## src/rtl/spi_hold_front.sv

```systemverilog
module spi_hold_front #(
  parameter int BITS = 8,
  parameter int SYNC = 2
) (
  input  logic            clk,
  input  logic            rst_n,
  input  logic            sclk,
  input  logic            cs_n,
  input  logic            hold_n,
  input  logic            si,
  input  logic [BITS-1:0] tx_data,
  input  logic            tx_en,
  input  logic            busy_in,
  output logic            so,
  output logic            so_oe,
  output logic [BITS-1:0] rx_data,
  output logic            rx_valid,
  output logic            paused,
  output logic            busy_out
);
  localparam int CW = (BITS > 1) ? $clog2(BITS) : 1;
  localparam logic [CW-1:0] LAST = CW'(BITS - 1);

  logic [SYNC-1:0] sclk_q, cs_q, hold_q, si_q;
  logic sclk_s, cs_s, hold_s, si_s;
  logic sclk_d, cs_d, hold_d;
  logic sclk_rise, sclk_fall, hold_fall, hold_rise, cs_fall;
  logic pend_in, pend_out;
  logic [CW-1:0] cnt;
  logic [BITS-1:0] rx_sh, tx_sh;

  always_ff @(posedge clk or negedge rst_n) begin
    if (!rst_n) begin
      sclk_q <= '0;
      cs_q   <= '1;
      hold_q <= '1;
      si_q   <= '0;
      sclk_d <= 1'b0;
      cs_d   <= 1'b1;
      hold_d <= 1'b1;
    end else begin
      sclk_q <= {sclk_q[SYNC-2:0], sclk};
      cs_q   <= {cs_q[SYNC-2:0], cs_n};
      hold_q <= {hold_q[SYNC-2:0], hold_n};
      si_q   <= {si_q[SYNC-2:0], si};
      sclk_d <= sclk_s;
      cs_d   <= cs_s;
      hold_d <= hold_s;
    end
  end

  assign sclk_s    = sclk_q[SYNC-1];
  assign cs_s      = cs_q[SYNC-1];
  assign hold_s    = hold_q[SYNC-1];
  assign si_s      = si_q[SYNC-1];
  assign sclk_rise = sclk_s & ~sclk_d;
  assign sclk_fall = ~sclk_s & sclk_d;
  assign hold_fall = ~hold_s & hold_d;
  assign hold_rise = hold_s & ~hold_d;
  assign cs_fall   = ~cs_s & cs_d;

  always_ff @(posedge clk or negedge rst_n) begin
    if (!rst_n) begin
      paused   <= 1'b0;
      pend_in  <= 1'b0;
      pend_out <= 1'b0;
      cnt      <= '0;
      rx_sh    <= '0;
      tx_sh    <= '0;
      rx_data  <= '0;
      rx_valid <= 1'b0;
    end else if (cs_s) begin
      paused   <= 1'b0;
      pend_in  <= 1'b0;
      pend_out <= 1'b0;
      cnt      <= '0;
      rx_sh    <= '0;
      tx_sh    <= tx_data;
      rx_valid <= 1'b0;
    end else begin
      rx_valid <= 1'b0;
      if (sclk_rise && !paused) begin
        rx_sh <= {rx_sh[BITS-2:0], si_s};
        cnt   <= (cnt == LAST) ? '0 : cnt + 1'b1;
        if (cnt == LAST) begin
          rx_valid <= 1'b1;
          rx_data  <= {rx_sh[BITS-2:0], si_s};
        end
      end
      if (sclk_fall && !paused)
        tx_sh <= (cnt == '0) ? tx_data : {tx_sh[BITS-2:0], 1'b0};

      if (cs_fall) begin
        if (!hold_s) begin
          if (!sclk_s) paused <= 1'b1;
          else         pend_in <= 1'b1;
        end
      end else if (hold_fall) begin
        pend_out <= 1'b0;
        if (!paused) begin
          if (!sclk_s) paused <= 1'b1;
          else         pend_in <= 1'b1;
        end
      end else if (hold_rise) begin
        pend_in <= 1'b0;
        if (paused) begin
          if (!sclk_s) paused <= 1'b0;
          else         pend_out <= 1'b1;
        end
      end else if (sclk_fall) begin
        if (pend_in)  paused <= 1'b1;
        if (pend_out) paused <= 1'b0;
        pend_in  <= 1'b0;
        pend_out <= 1'b0;
      end
    end
  end

  assign so_oe    = tx_en & ~cs_s & ~paused;
  assign so       = so_oe & tx_sh[BITS-1];
  assign busy_out = busy_in;
endmodule

```

## config.mk

```make
export PLATFORM = sky130hd
export DESIGN_NAME = spi_hold_front
export DESIGN_NICKNAME = d
export VERILOG_FILES = /design/src/rtl/spi_hold_front.sv
export SDC_FILE = /design/constraint.sdc
export NUM_CORES = 1
export LEC_CHECK = 0
export CAP_MARGIN = 10
export CORE_ASPECT_RATIO = 0.6
export CORE_MARGIN = 2
export CORE_UTILIZATION = 51
export CTS_CLUSTER_SIZE = 24
export DETAILED_ROUTE_END_ITERATION = 12
export GPL_ROUTABILITY_DRIVEN = 1
export HOLD_SLACK_MARGIN = 0.08
export PLACE_DENSITY_LB_ADDON = 0.2
export SETUP_SLACK_MARGIN = 0.5
export SKIP_CTS_REPAIR_TIMING = 1
export SYNTH_ARGS = -nofsm -noshare
export SYNTH_HDL_FRONTEND = slang
export SYNTH_SLANG_ARGS = --single-unit
```

## constraint.sdc

```tcl
create_clock -name clk -period 2.2 [get_ports clk]
set_clock_uncertainty 0.15 [all_clocks]
set_input_delay 0.55 -clock clk [delete_from_list [all_inputs] [get_ports clk]]
set_output_delay 0.55 -clock clk [all_outputs]
set_load 0.01 [all_outputs]
```

== Yosys cells after proc, flatten, opt, wreduce, memory -nomap -nowiden ==
Cells that the tools add are included.

* Register bits after elaboration: 41
* Latch bits: 0
* Bits in writable memories: 0
* ROM bits: 0
* Memories: 0

* Add/subtract/negate cells: 1
* $mul: 0
* Div/mod/pow operators: 0
* Magnitude comparators: 0
* Equality and inequality tests: 7
* Shifts and indexed selects: 0
* Multiplexer cells: 38
* Bitwise logic cells: 14
* Reductions and logical operators: 13

{| class="wikitable"
|+ Operators by type and width
! operator !! number
|-
| 1-bit 2-to-1 mux || 30
|-
| 8-bit 2-to-1 mux || 3
|-
| 7-bit 2-to-1 mux || 2
|-
| 3-bit 2-to-1 mux || 3
|-
| 1-bit AND || 8
|-
| 4-bit != test (second input constant) || 2
|-
| 4-bit AND reduction || 2
|-
| 3-bit != test (second input constant) || 2
|-
| 1-bit NOT || 6
|-
| 3-bit AND reduction || 2
|-
| 6-bit nonzero test || 1
|-
| 5-bit nonzero test || 1
|-
| 4-bit by 3-bit != test with 1-bit output (second input constant) || 1
|-
| 2-bit nonzero test || 2
|-
| 4-bit nonzero test || 1
|-
| 3-bit by 1-bit adder with 3-bit output (second input constant) || 1
|-
| 3-bit == test (second input constant) || 1
|-
| 3-bit logical NOT || 1
|-
| 1-bit logical AND || 2
|-
| 2-bit != test (second input constant) || 1
|-
| 1-bit logical NOT || 1
|}

== Depth between registers and ports, before layout ==
Gate-level depths: netlist of run 1.

* Depth in word-level cells: 7
* Mapped depth: 6
* Mapped depth without buffers: 6

== Least setup slack after synthesis of run 1 ==
OpenSTA, ideal clock, no wires.

* Kind: register to output
* Start point: reg cs_q[1]
* End point: out so
* Arrival time: 1,142 ps
* Required time: 1,500 ps
* Slack: 358 ps
* Cell stages (with the launch flop): 4
* Buffers on the path: 1
* Cells stage by stage: dfstp_2 > clkbuf_1 > nor3b_1 > and2_1

* Word-level cells in the longest chain between the ends: 4

{| class="wikitable"
|+ Ends and longest elaborated chain
! element !! line !! RTL
|-
| start, declared || 24 || <nowiki>logic [SYNC-1:0] sclk_q, cs_q, hold_q, si_q;</nowiki>
|-
| start signal, assigned || 43 || <nowiki>cs_q <= {cs_q[SYNC-2:0], cs_n};</nowiki>
|-
| 1-bit NOT (no line) || n/a ||
|-
| 1-bit AND (2 in a row) || 119 || <nowiki>assign so_oe = tx_en & ~cs_s & ~paused;</nowiki>
|-
| via so_oe || 15 || <nowiki>output logic so_oe,</nowiki>
|-
| 1-bit AND || 120 || <nowiki>assign so = so_oe & tx_sh[BITS-1];</nowiki>
|-
| end, declared || 14 || <nowiki>output logic so,</nowiki>
|}

The timed path passes the listed nets, and every way through them passes these cells.

== Worst setup path in the final report of run 1 ==
* Start point: reg cs_q[1]
* End point: out so

* Word-level cells in the longest chain between the ends: 4

{| class="wikitable"
|+ Ends and longest elaborated chain
! element !! line
|-
| 1-bit NOT (no line) || n/a
|-
| 1-bit AND (2 in a row) || 119
|-
| 1-bit AND || 120
|}

Every way passes these cells.

==> results.py, run 1 <==
metrics = {
    "yosys": {
        "synth-edff-count": 0,
        "synth_top_area_share_pct": 52.1,
        "synthArstFlopShare_pct": 100,
        "synth_cell_types": 32,
        "syn_area_per_cell_um2": 12.9,
        "yosys_warnings": 0,
        "synth_top_area_cell": "dfrtp_1",
        "syn-num-nets": 151,
        "ys_seq_area_share_pct": 61.5,
        "synthTopCellsByArea": "dfrtp_1 (52%), dfstp_2 (9.4%), mux2_2 (5.4%), a22o_1 (4.2%), mux2i_1 (4.2%)",
        "synth_seq_cells": 41,
        "syn-cell-area_mm2": 0.00168,
        "synth_flop_cell": "dfrtp_1",
        "syn_inst": 130,
    },
    "timing": {
        "hold_ws_ns": 0.153,
        "worst_slack_ns": 0.353,
        "slew_viol_final": 0,
        "worstMarginPinSlew_ns": 0.497,
        "relSlewSlack_pct": 66.9,
        "rsz0062_at_grt": "yes",
        "min_period_ns": 1.85,
        "setup_tns_ns": 0,
        "period_share_pct": 84.0,
        "finalHoldViolCount": 0,
        "fmax_mhz": 541,
        "final-setup-viol-count": 0,
    },
    "global_routing": {
        "grt_start_max_net_pins": 42,
        "grtUsageTotal_pct": 16.9,
        "antenna_found_initial": 0,
        "grt_pass1_wl_um": 4790,
        "grt-ovfl-total": 0,
        "first_global_vias": 1069,
    },
    "floorplanning": {
        "dieArea_mm2": 0.00378,
        "core_mm2": 0.00320,
        "die_w_um": 78.1,
        "num_io_pins": 29,
        "start_util_pct": 52.5,
        "die_h_um": 48.5,
        "num_rows": 16,
    },
    "drt": {
        "viasPerCell": 5.08,
        "vias": 1097,
        "routed_wl_um": 2970,
        "ant_nets": 0,
        "dr.pass1.iters": 4,
        "wl_per_cell_um": 13.8,
        "drt_iter0_drc": 76,
        "drc": 0,
    },
    "setup_path": {
        "worst_path_largest_cell_delay_ns": 0.56,
        "path_class": "flip-flop to primary output",
        "path_depth": 3,
        "startpoint_type": "flip-flop",
        "worstPathMaxFanout": 2,
        "slowest_stage": "dfstp_2",
        "arrival_ns": 1.15,
        "rr_worst_depth": 5,
        "worstPathRequired_ns": 1.50,
        "cp-end-kind": "primary output",
        "cp_top_family": "flip-flops",
        "worst-path-buf-inv": 1,
        "crit_chain": "nor3b_4 -> and2_1 -> buf_2",
    },
    "cells_and_area": {
        "final_common_cell": "dfrtp_1",
        "area_growth_pct": 34.3,
        "fin_util_pct": 70.4,
        "most-common-layout-cells": "dfrtp_1 (35), clkdlybuf4s50_1 (12), inv_1 (11), dlymetal6s2s_1 (10)",
        "layout.nets": 191,
        "final_area_mm2": 0.00226,
        "diodes": 0,
        "drive_gt1_share_pct": 27.5,
        "fin_cells": 216,
    },
    "placement": {
        "place.port_buffers": 26,
        "dp_hpwl_um": 1930,
        "place_area_mm2": 0.00201,
        "dp_cells": 201,
        "preCtsSetupSlack_ns": -0.347,
        "gp_congestion": 0.739,
    },
    "clocking": {
        "cts_root_buf": "clkbuf_8",
        "cts.path.max_buffers": 2,
        "clock_latency_ns": 0.29,
        "clk_pin_slew_ns": 0.08,
        "h-tree-depth": 2,
        "cts_tree": "built",
        "cts_sinks": 41,
        "cts_buffers": 5,
    },
    "min_path": {
        "hold_path_class": "primary input to async pin",
    },
    "power_and_ir_drop": {
        "leakage_nw": 1.19,
        "power.total_mw": 1.51,
        "p_per_area_mw_per_mm2": 670,
        "peakVddDrop_v": 0.000510,
    },
    "flow_run": {
        "drv_cap": 0,
    },
    "outcome": {
        "status": "finished clean",
    },
}
## path summary, 6_finish.rpt
kind,startpoint,to,slack [ns]
hold / removal,rst_n,rx_valid$_DFF_PN0_,0.15
setup reg to reg,hold_q[1]$_DFF_PN1_,paused$_DFFE_PN0P_,0.54
min in group clk,si_q[0]$_DFF_PN0_,si_q[1]$_DFF_PN0_,0.21
hold reg to reg,si_q[0]$_DFF_PN0_,si_q[1]$_DFF_PN0_,0.21
setup / recovery,cs_q[1]$_DFF_PN1_,so,0.35
max in group asynchronous,rst_n,cs_q[1]$_DFF_PN1_,1.38
## registers in the layout (all words and copies together) (netlist names)
register / cells
cnt: 3
si_q: 2
hold_d: 1
rx_valid: 1
rx_data: 8
cs_q: 2
tx_sh: 8
pend_in: 1
pend_out: 1
sclk_d: 1
cs_d: 1
hold_q: 2
rx_sh: 7
paused: 1
sclk_q: 2
## final cells by class
cell class,instances,area (µm²)
sequential,41,1030
fill,224,947
multi-input combinational,74,652
timing repair buffer,37,377
clock buffer,6,82.6
tap,45,56.3
inverter,11,41.3
clock inverter,2,13.8
## Yosys cell counts (2+ instances only)
| library cell | number |
|---|---|
| a31oi_1 | 2 |
| mux2_2 | 8 |
| dfstp_2 | 6 |
| nand2b_1 | 2 |
| inv_1 | 11 |
| a21boi_0 | 2 |
| nor3b_1 | 2 |
| nand3b_1 | 2 |
| mux2i_1 | 7 |
| clkbuf_1 | 2 |
| a22o_1 | 8 |
| nor3_1 | 2 |
| a21oi_1 | 9 |
| nor2_1 | 7 |
| ha_1 | 5 |
| o21ai_0 | 3 |
| dfrtp_1 | 35 |
| nand2_1 | 3 |
## routing by layer
metal	share of wire (%)	up-vias	GRT usage (%)
met4	2.0	0	9.06
met2	42	25	23.4
met5	0	-	0
met3	5.0	7	5.60
met1	51	527	23.6
li1	-	538	-
## logic make-up (layout without fill, tap and decap cells)
group	count (synthesis)	in the layout	share of synthesized area (%)
adder cells (fa/ha/maj)	5	5	3.72
AO/OA/AOI/OAI	32	32	13.4
AND/OR/NAND/NOR	22	22	8.19
flip-flops	41	41	61.5
buffers and inverters	15	56	3.65
multiplexers	15	15	9.53
## where the power goes
group          internal (mW)  leakage [nW]  total [mW]  switching, mW
clock                  0.254        0.0512       0.509          0.255
combinational         0.0960         0.622       0.184         0.0876
sequential             0.794         0.517       0.820         0.0257
Note: power is estimated with default switching activity, not from simulation.
==> run 2: changes to the inputs <==
==> constraint.sdc (replaced) <==
create_clock -name clk -period 1.8 [get_ports clk]
set_clock_uncertainty 0.15 [all_clocks]
set_input_delay 0.45 -clock clk [delete_from_list [all_inputs] [get_ports clk]]
set_output_delay 0.45 -clock clk [all_outputs]
set_load 0.01 [all_outputs]
==> run 2 against run 1 <==
  * Sequential share of layout area decreased by 0.79 points
  * Flip-flop and latch count unchanged
  * Non-clock buffer count increased by 3
  * Hold slack got worse by 0.090 ns
  * Die area unchanged
  * Via count increased by 4.1%
  * Clock-buffer cell count increased by 1
  * Cell count increased by 1.4%
  * Combinational power increased by 37%
  * Global-route usage decreased by 1.3 points
  * Clock power increased by 45%
==> results.py, run 2 (synthesis results as in run 1) <==
metrics = {
    "floorplanning": {
        "num_io_pins": 29,
        "core_mm2": 0.00320,
        "dieArea_mm2": 0.00378,
        "die_w_um": 78.1,
        "num_rows": 16,
        "start_util_pct": 52.5,
        "die_h_um": 48.5,
    },
    "global_routing": {
        "grtUsageTotal_pct": 15.6,
        "antenna_found_initial": 0,
        "grt-ovfl-total": 0,
        "grt_start_max_net_pins": 42,
        "first_global_vias": 1019,
        "grt_pass1_wl_um": 4620,
    },
    "setup_path": {
        "path_depth": 3,
        "cp-end-kind": "primary output",
        "cp_top_family": "flip-flops",
        "worstPathMaxFanout": 2,
        "slowest_stage": "dfstp_2",
        "arrival_ns": 1.14,
        "startpoint_type": "flip-flop",
        "crit_chain": "nor3b_2 -> and2_1 -> buf_2",
        "rr_worst_depth": 6,
        "path_class": "flip-flop to primary output",
        "worst_path_largest_cell_delay_ns": 0.54,
        "worst-path-buf-inv": 1,
        "worstPathRequired_ns": 1.20,
    },
    "timing": {
        "final-setup-viol-count": 0,
        "min_period_ns": 1.74,
        "setup_tns_ns": 0,
        "worstMarginPinSlew_ns": 0.490,
        "finalHoldViolCount": 0,
        "relSlewSlack_pct": 67.3,
        "period_share_pct": 96.7,
        "hold_ws_ns": 0.0623,
        "rsz0062_at_grt": "yes",
        "fmax_mhz": 574,
        "slew_viol_final": 0,
    },
    "drt": {
        "ant_nets": 0,
        "drt_iter0_drc": 60,
        "wl_per_cell_um": 13.6,
        "drc": 0,
        "viasPerCell": 5.21,
        "vias": 1142,
        "routed_wl_um": 2970,
        "dr.pass1.iters": 4,
    },
    "cells_and_area": {
        "final_common_cell": "dfrtp_1",
        "area_growth_pct": 36.9,
        "fin_cells": 219,
        "most-common-layout-cells": "dfrtp_1 (33), clkdlybuf4s50_1 (12), clkbuf_2 (9)",
        "drive_gt1_share_pct": 40.8,
        "fin_util_pct": 71.8,
        "fillCellCount": 211,
        "diodes": 0,
        "reg_top3": "rx_data x8, tx_sh x8, rx_sh x7",
        "layout.nets": 194,
    },
    "power_and_ir_drop": {
        "leakage_nw": 1.08,
        "clockPowerShare_pct": 37.0,
        "p_sw_share_pct": 21.8,
        "p_int_mw": 1.56,
        "p_per_area_mw_per_mm2": 867,
        "peakVddDrop_v": 0.000668,
        "power.total_mw": 1.99,
        "p_switching_uw": 435,
        "seqPwrFrac_pct": 50.4,
        "p_comb_share_pct": 12.6,
    },
    "placement": {
        "dp_cells": 202,
        "gp_congestion": 0.787,
        "dp_hpwl_um": 1860,
        "place.port_buffers": 26,
    },
    "clocking": {
        "cts_buffers": 5,
        "h-tree-depth": 2,
        "cts.path.max_buffers": 2,
        "cts_root_buf": "clkbuf_8",
        "clock_latency_ns": 0.28,
        "cts_tree": "built",
        "clk_pin_slew_ns": 0.07,
        "cts_sinks": 41,
    },
    "outcome": {
        "status": "finished clean",
    },
    "min_path": {
        "hold_path_class": "primary input to async pin",
    },
    "flow_run": {
        "drv_cap": 0,
    },
}
-- run 2: cell types whose count changed in the layout (fill, tap and decap cells not counted), moves of 3 or more --
cell	change
o21ai_0	-3
dlymetal6s2s_1	-8
buf_6	+5
inv_2	+3
clkbuf_2	+8
inv_1	-3
-- run 2: worst paths after layout --
kind                                     from                     end  slack [ns]
min                                     rst_n      rx_valid$_DFF_PN0_        0.06
max                         cs_q[1]$_DFF_PN1_                      so        0.06
min in group clk            si_q[0]$_DFF_PN0_       si_q[1]$_DFF_PN0_        0.20
min reg2reg                 si_q[0]$_DFF_PN0_       si_q[1]$_DFF_PN0_        0.20
max reg2reg                paused$_DFFE_PN0P_  rx_data[0]$_DFFE_PN0P_        0.09
max in group asynchronous               rst_n     sclk_q[1]$_DFF_PN0_        1.07
-- run 2: final cells by class --
type	instances	area, µm²	share of cell area [%]
multi-input combinational	74	691	30.0
sequential	41	1040	45.0
inverter	11	41.3	1.79
clock inverter	1	30.0	1.31
tap	45	56.3	2.45
clock buffer	7	86.3	3.75
timing repair buffer	40	360	15.7
-- run 2: metal layers --
| metal | share of wire, % | vias up | wire [µm] | GRT usage (%) |
|---|---|---|---|---|
| met1 | 50 | 549 | 1490 | 22.8 |
| met4 | 0.64 | 0 | 19 | 3.51 |
| li1 | - | 548 | - | - |
| met2 | 42 | 42 | 1250 | 22.1 |
| met3 | 7.0 | 3 | 208 | 6.16 |
| met5 | 0 | - | 0 | 0 |
-- run 2: power by group through the flow --
stage | clock network (mW) | logic (mW) | registers (mW)
4_1_cts | 0.751 | 0.200 | 1.00
2_1_floorplan | 0 | 0.118 | 1.02
3_3_place_gp | 0 | 0.192 | 1.02
5_1_grt | 0.800 | 0.274 | 1.01
3_5_place_dp | 0 | 0.199 | 1.02
6_report | 0.738 | 0.252 | 1.00
-- run 2: through the flow --
step | worst slack [ns] | cell area, µm²
floorplan | 0.198 | 1750
finish | 0.0591 | 2300
CTS | -0.568 | 2170
global placement | -0.511 | 2060
global route | -0.0133 | 2300
detailed placement | -0.566 | 2060
